`src/rtl/altbyte_pkg.sv`:
```
package altbyte_pkg;
    localparam int BYTE_W    = 8;
    localparam int REG_W     = 32;
    localparam int LONG_N    = REG_W / BYTE_W;
    localparam int WORD_N    = LONG_N / 2;
    localparam int CNT_W     = $clog2(LONG_N);
    localparam int OPC_W     = 16;
    localparam logic [OPC_W-1:0] OPC_MASK = 16'hF1F8;
    localparam logic [OPC_W-1:0] OPC_BASE = 16'h0108;

    typedef enum logic [1:0] {
        ST_IDLE = 2'd0,
        ST_XFER = 2'd1,
        ST_FIN  = 2'd2
    } abm_state_e;
endpackage

```
`src/rtl/abm_decode.sv`:
```
module abm_decode
    import altbyte_pkg::*;
(
    input  logic [OPC_W-1:0] opcode,
    output logic             valid,
    output logic             is_long,
    output logic             is_store,
    output logic [2:0]       dsel,
    output logic [2:0]       asel
);
    logic [OPC_W-1:0] masked;

    always_comb begin
        masked   = opcode & OPC_MASK;
        // opmode bit 8 is part of the pattern; bits 7,6 are free
        valid    = (masked & ~16'h00C0) == OPC_BASE;
        is_long  = opcode[6];
        is_store = opcode[7];
        dsel     = opcode[11:9];
        asel     = opcode[2:0];
    end
endmodule

```
`src/rtl/abm_byte_lane.sv`:
```
module abm_byte_lane
    import altbyte_pkg::*;
(
    input  logic [REG_W-1:0]  data,
    input  logic [CNT_W-1:0]  cnt,
    input  logic              is_long,
    input  logic [BYTE_W-1:0] rdata,
    output logic [BYTE_W-1:0] wbyte,
    output logic [REG_W-1:0]  merged
);
    always_comb begin
        // remaining-count indexes the lane: highest lane leaves first
        wbyte = data[cnt*BYTE_W +: BYTE_W];
        if (is_long) begin
            merged = {data[REG_W-BYTE_W-1:0], rdata};
        end else begin
            merged = {data[REG_W-1:REG_W/2], data[BYTE_W-1:0], rdata};
        end
    end
endmodule

```
`src/rtl/altbyte_move_seq.sv`:
```
module altbyte_move_seq
    import altbyte_pkg::*;
#(
    parameter int ADDR_W    = 32,
    parameter int ADDR_STEP = 2
) (
    input  logic              clk,
    input  logic              rst_n,
    input  logic              start,
    input  logic [15:0]       opcode,
    input  logic [15:0]       disp,
    input  logic [ADDR_W-1:0] areg_val,
    input  logic [31:0]       dreg_val,
    output logic [2:0]        areg_sel,
    output logic              busy,
    output logic              done,
    output logic              mem_req,
    output logic              mem_we,
    output logic [ADDR_W-1:0] mem_addr,
    output logic [7:0]        mem_wdata,
    input  logic              mem_ack,
    input  logic [7:0]        mem_rdata,
    output logic              result_we,
    output logic [31:0]       result,
    output logic [2:0]        result_sel
);
    localparam int EXT_W = ADDR_W - OPC_W;

    typedef struct packed {
        abm_state_e        state;
        logic [ADDR_W-1:0] addr;
        logic [REG_W-1:0]  data;
        logic [CNT_W-1:0]  cnt;
        logic              wr;
        logic              lng;
        logic [2:0]        dsel;
    } seq_t;

    seq_t seq_d, seq_q;

    logic             dec_valid, dec_long, dec_store;
    logic [2:0]       dec_dsel;
    logic [BYTE_W-1:0] lane_byte;
    logic [REG_W-1:0]  lane_merged;

    abm_decode u_dec (
        .opcode  (opcode),
        .valid   (dec_valid),
        .is_long (dec_long),
        .is_store(dec_store),
        .dsel    (dec_dsel),
        .asel    (areg_sel)
    );

    abm_byte_lane u_lane (
        .data   (seq_q.data),
        .cnt    (seq_q.cnt),
        .is_long(seq_q.lng),
        .rdata  (mem_rdata),
        .wbyte  (lane_byte),
        .merged (lane_merged)
    );

    always_comb begin
        seq_d = seq_q;
        unique case (seq_q.state)
            ST_IDLE: begin
                if (start && dec_valid) begin
                    seq_d.state = ST_XFER;
                    seq_d.addr  = areg_val + {{EXT_W{disp[15]}}, disp};
                    seq_d.data  = dreg_val;
                    seq_d.cnt   = dec_long ? CNT_W'(LONG_N - 1) : CNT_W'(WORD_N - 1);
                    seq_d.wr    = dec_store;
                    seq_d.lng   = dec_long;
                    seq_d.dsel  = dec_dsel;
                end
            end
            ST_XFER: begin
                if (mem_ack) begin
                    if (!seq_q.wr) begin
                        seq_d.data = lane_merged;
                    end
                    if (seq_q.cnt == '0) begin
                        seq_d.state = ST_FIN;
                    end else begin
                        seq_d.cnt  = seq_q.cnt - 1'b1;
                        seq_d.addr = seq_q.addr + ADDR_W'(ADDR_STEP);
                    end
                end
            end
            ST_FIN: begin
                seq_d.state = ST_IDLE;
            end
            default: begin
                seq_d.state = ST_IDLE;
            end
        endcase
    end

    always_ff @(posedge clk or negedge rst_n) begin
        if (!rst_n) begin
            seq_q <= '{state: ST_IDLE, addr: '0, data: '0, cnt: '0,
                       wr: 1'b0, lng: 1'b0, dsel: '0};
        end else begin
            seq_q <= seq_d;
        end
    end

    assign busy       = seq_q.state != ST_IDLE;
    assign done       = seq_q.state == ST_FIN;
    assign mem_req    = seq_q.state == ST_XFER;
    assign mem_we     = seq_q.wr;
    assign mem_addr   = seq_q.addr;
    assign mem_wdata  = lane_byte;
    assign result     = seq_q.data;
    assign result_we  = done && !seq_q.wr;
    assign result_sel = seq_q.dsel;
endmodule

```
`config.mk`:
```
export PLATFORM = sky130hd
export DESIGN_NAME = altbyte_move_seq
export DESIGN_NICKNAME = d
export VERILOG_FILES = /design/src/rtl/altbyte_pkg.sv /design/src/rtl/abm_decode.sv /design/src/rtl/abm_byte_lane.sv /design/src/rtl/altbyte_move_seq.sv
export SDC_FILE = /design/constraint.sdc
export NUM_CORES = 1
export LEC_CHECK = 0
export BUFFER_PORTS_ARGS = -buffer_cell sky130_fd_sc_hd__clkbuf_2
export CAP_MARGIN = 40
export CORE_UTILIZATION = 37
export CTS_BUF_LIST = sky130_fd_sc_hd__clkbuf_2 sky130_fd_sc_hd__clkbuf_4 sky130_fd_sc_hd__clkbuf_8
export CTS_CLUSTER_SIZE = 24
export DETAILED_ROUTE_END_ITERATION = 10
export GPL_ROUTABILITY_DRIVEN = 0
export GPL_TIMING_DRIVEN = 0
export SLEW_MARGIN = 15
export SYNTH_ARGS = -nofsm -noshare
export SYNTH_HDL_FRONTEND = slang
export SYNTH_SLANG_ARGS = --single-unit
```
`constraint.sdc`:
```
create_clock -name clk -period 3.25 [get_ports clk]
set_clock_uncertainty 0.15 [all_clocks]
set_input_delay 0.1625 -clock clk [delete_from_list [all_inputs] [get_ports clk]]
set_output_delay 0.1625 -clock clk [all_outputs]
set_load 0.02 [all_outputs]
```
==> results_dict.tcl <==
set metrics [dict create \
    dieHeight_um 130 \
    synthTopCellsByCount "a21oi_1 (76), nor2_1 (74), dfrtp_1 (73)" \
    cts.clk_slew.worst_paths_ns 0.08 \
    synth.yosys.seq_area_share_pct 30.1 \
    worst_slack_ns 0.242 \
    cts_buffers 9 \
    fin_crit_sh_pct 92.6 \
    hold_slack_ns 0.0197 \
    path_common_cell "clkbuf_1" \
    wire_per_inst_um 15.8 \
    die_w_um 130 \
    slew_headroom_pct 56.5 \
    cts.sinks 73 \
    fin_setup_tns_ns 0 \
    worstPathRequired_ns 3.38 \
    drive_gt1_share_pct 30.8 \
    fin_cells 1195 \
    cp.arrival_ns 3.14 \
    rsz0062_at_grt "false" \
    place_ws_ns -0.0616 \
    drt.antenna.violating_nets 0 \
    synth_warnings 0 \
    port_buffers 187 \
    clockRootBuffer "clkbuf_8" \
    vias 6337 \
    die-area_um2 16900 \
    fin_util_pct 49.9 \
    tightest_slew_ns 0.653 \
    diodes 0 \
    syn_area_um2 6060 \
    power-per-cell-area_nw_per_um2 314 \
    ys.flop_type "dfrtp_1" \
    crit_path_cell_trace "nand2b_1 -> clkbuf_1 -> inv_1 -> clkbuf_1 -> clkbuf_1 -> a22oi_1 -> dlygate4sd3_1 -> a21oi_1" \
    timing.fmax_ghz 0.332 \
    async_reset_ff_share_pct 100 \
    synth.most_common_cell "a21oi_1" \
    rows 46 \
    status "finished, final reports clean" \
    drt-pass1-iter-count 5 \
    crit_type "reg2reg" \
    syn_to_final_growth_pct 31.4 \
    insertion_delay_ns 0.36 \
    drt_iter0_markers 464 \
    ys_ff_latch 73 \
    hold_class "in2reg" \
    period_minus_slack_ns 3.01 \
    syn_inst 732 \
    drt-total-wl_mm 18.9 \
    grt_pass1_wl_mm 29.7 \
    peakVddDrop_mv 0.145 \
    cap_violations 0 \
    yosys.area.top_type "dfrtp_1" \
    dp_hpwl_mm 14.3 \
    p_leak_nw 3.87 \
    routed_via_density 5.30 \
    critPathCaptureType "flop" \
    cts_tree "yes" \
    r2r_slack_ns 0.24 \
    yosysUniqueCellTypes 60 \
    place_area_um2 7300 \
    fin_area_um2 7960 \
    setup.worst_path.start "seq_q[72]$_DFFE_PN0P_" \
    total_power_mw 2.50 \
    yosysTopAreaCellShare_pct 30.1 \
    whs_endpoint "result[6]$_DFFE_PN0P_" \
    max_stage_delay_ns 0.59 \
    path_max_fanout 10 \
    initial_core_util_pct 38.0 \
    grt_max_degree 48 \
    synth.avg_cell_area_um2 8.28 \
    grt_pass1_vias 5924 \
    regToRegStartpoint "seq_q[72]$_DFFE_PN0P_" \
    worst_r2r_endpoint "result[3]$_DFFE_PN0P_" \
    drv_slew 0 \
    reg2regPathDepth 8 \
    cp-start-kind "flop" \
    setup_viol 0 \
    io_pins 191 \
    coreArea_um2 15900 \
    synth-edff-count 0 \
    htreeDepth 3 \
    synth_nets 874 \
    drcViolationCount 0 \
    whs_path_depth 3 \
    clockBufferDepth 2 \
    slowest_stage "dlygate4sd3_1" \
    grt.overflow.total 0 \
    antenna_found_initial 0 \
    hold_viol_final 0 \
    synthTopCellsByArea "dfrtp_1 (30%), buf_4 (8.8%), ha_1 (6.8%), a21oi_1 (6.3%), a22oi_1 (4.6%)" \
    fillerInstances 1606 \
    fin_nets 1116 \
    placed_cells 1136 \
    worstHoldStart "mem_rdata[6]" \
    grtUsageTotal_pct 22.6 \
]
[cell usage in the layout (no fill, tap or decap), types with 3 or more instances in the layout]
cell,count
clkbuf_2,189
a21oi_1,76
nor2_1,73
dfrtp_1,72
buf_4,71
nand2_1,67
o21ai_0,48
dlygate4sd3_1,45
a22oi_1,37
ha_1,33
clkbuf_1,25
nand3_1,22
a21o_1,17
nor3_1,13
xor2_1,12
o221ai_1,10
inv_1,10
xnor2_1,9
nand4_1,9
a31oi_1,9
clkbuf_8,9
nand2b_1,8
mux4_2,8
and3_1,8
o21a_1,7
nor2b_1,6
a211oi_1,5
a211o_1,5
o211ai_1,5
nor4_1,4
and2_1,4
or3_1,4
o22ai_1,3
a32oi_1,3
buf_1,3
a221oi_1,3
o21bai_1,3
[worst max-delay path: cells and delay by family, from the launching register on]
kind                   cells  cell delay (ns)
AO/OA/AOI/OAI              2             0.31
buffers and inverters      5             1.89
flip-flops                 1             0.44
AND/OR/NAND/NOR            1             0.16
[state kept, by name, indices dropped and copies added (netlist names)]
name and cells:
mem_addr 32, mem_we 1, result 32, result_sel 3, seq_q 5
[per-layer routing]
| metal | routed length, um | track usage, % |
|---|---|---|
| met1 | 8500 | 29.6 |
| met2 | 9170 | 39.6 |
| met3 | 932 | 2.71 |
| met4 | 277 | 5.81 |
| met5 | 0 | 0 |
[how the worst max path moves through the flow]
stage                                           to
after CTS                    result[3]$_DFFE_PN0P_
after floorplan           mem_addr[15]$_DFFE_PN0P_
after global placement    mem_addr[15]$_DFFE_PN0P_
after detailed placement  mem_addr[15]$_DFFE_PN0P_
final                        result[3]$_DFFE_PN0P_
after global routing         result[5]$_DFFE_PN0P_
[layout make-up]
cell class	count	area [um2]	area share (%)
Inverter	10	37.5	0.471
Tap cell	216	270	3.39
Clock inverter	7	93.8	1.18
Clock buffer	9	124	1.56
Sequential cell	73	1830	23.0
Buffer	103	658	8.27
Timing Repair Buffer	233	1420	17.8
Multi-Input combinational cell	544	3530	44.4
[power by group]
part	internal [mW]	switching, mW
Sequential	0.946	0.0503
Combinational	0.330	0.367
Clock	0.432	0.372
Total	1.71	0.789
[logic make-up (layout without fill, tap and decap cells)]
logic type | after synthesis | after routing | share of synthesized area (%)
AO/OA/AOI/OAI | 250 | 250 | 27.3
flip-flops | 73 | 73 | 30.1
XOR/XNOR | 21 | 21 | 3.04
multiplexers | 8 | 8 | 2.97
buffers and inverters | 115 | 362 | 11.6
adder cells (fa/ha/maj) | 34 | 34 | 7.14
AND/OR/NAND/NOR | 231 | 231 | 17.8
[what timing repair did]
item / 4_1_cts / 5_1_grt
pin swaps: 0 / 0
buffers inserted: 0 / 0
endpoints found under the hold margin: 66 / 0
resized for setup: 0 / 6
setup endpoints to repair: 15 / 23
hold buffers: 45 / 0
Note: power is estimated with default switching activity, not from simulation.
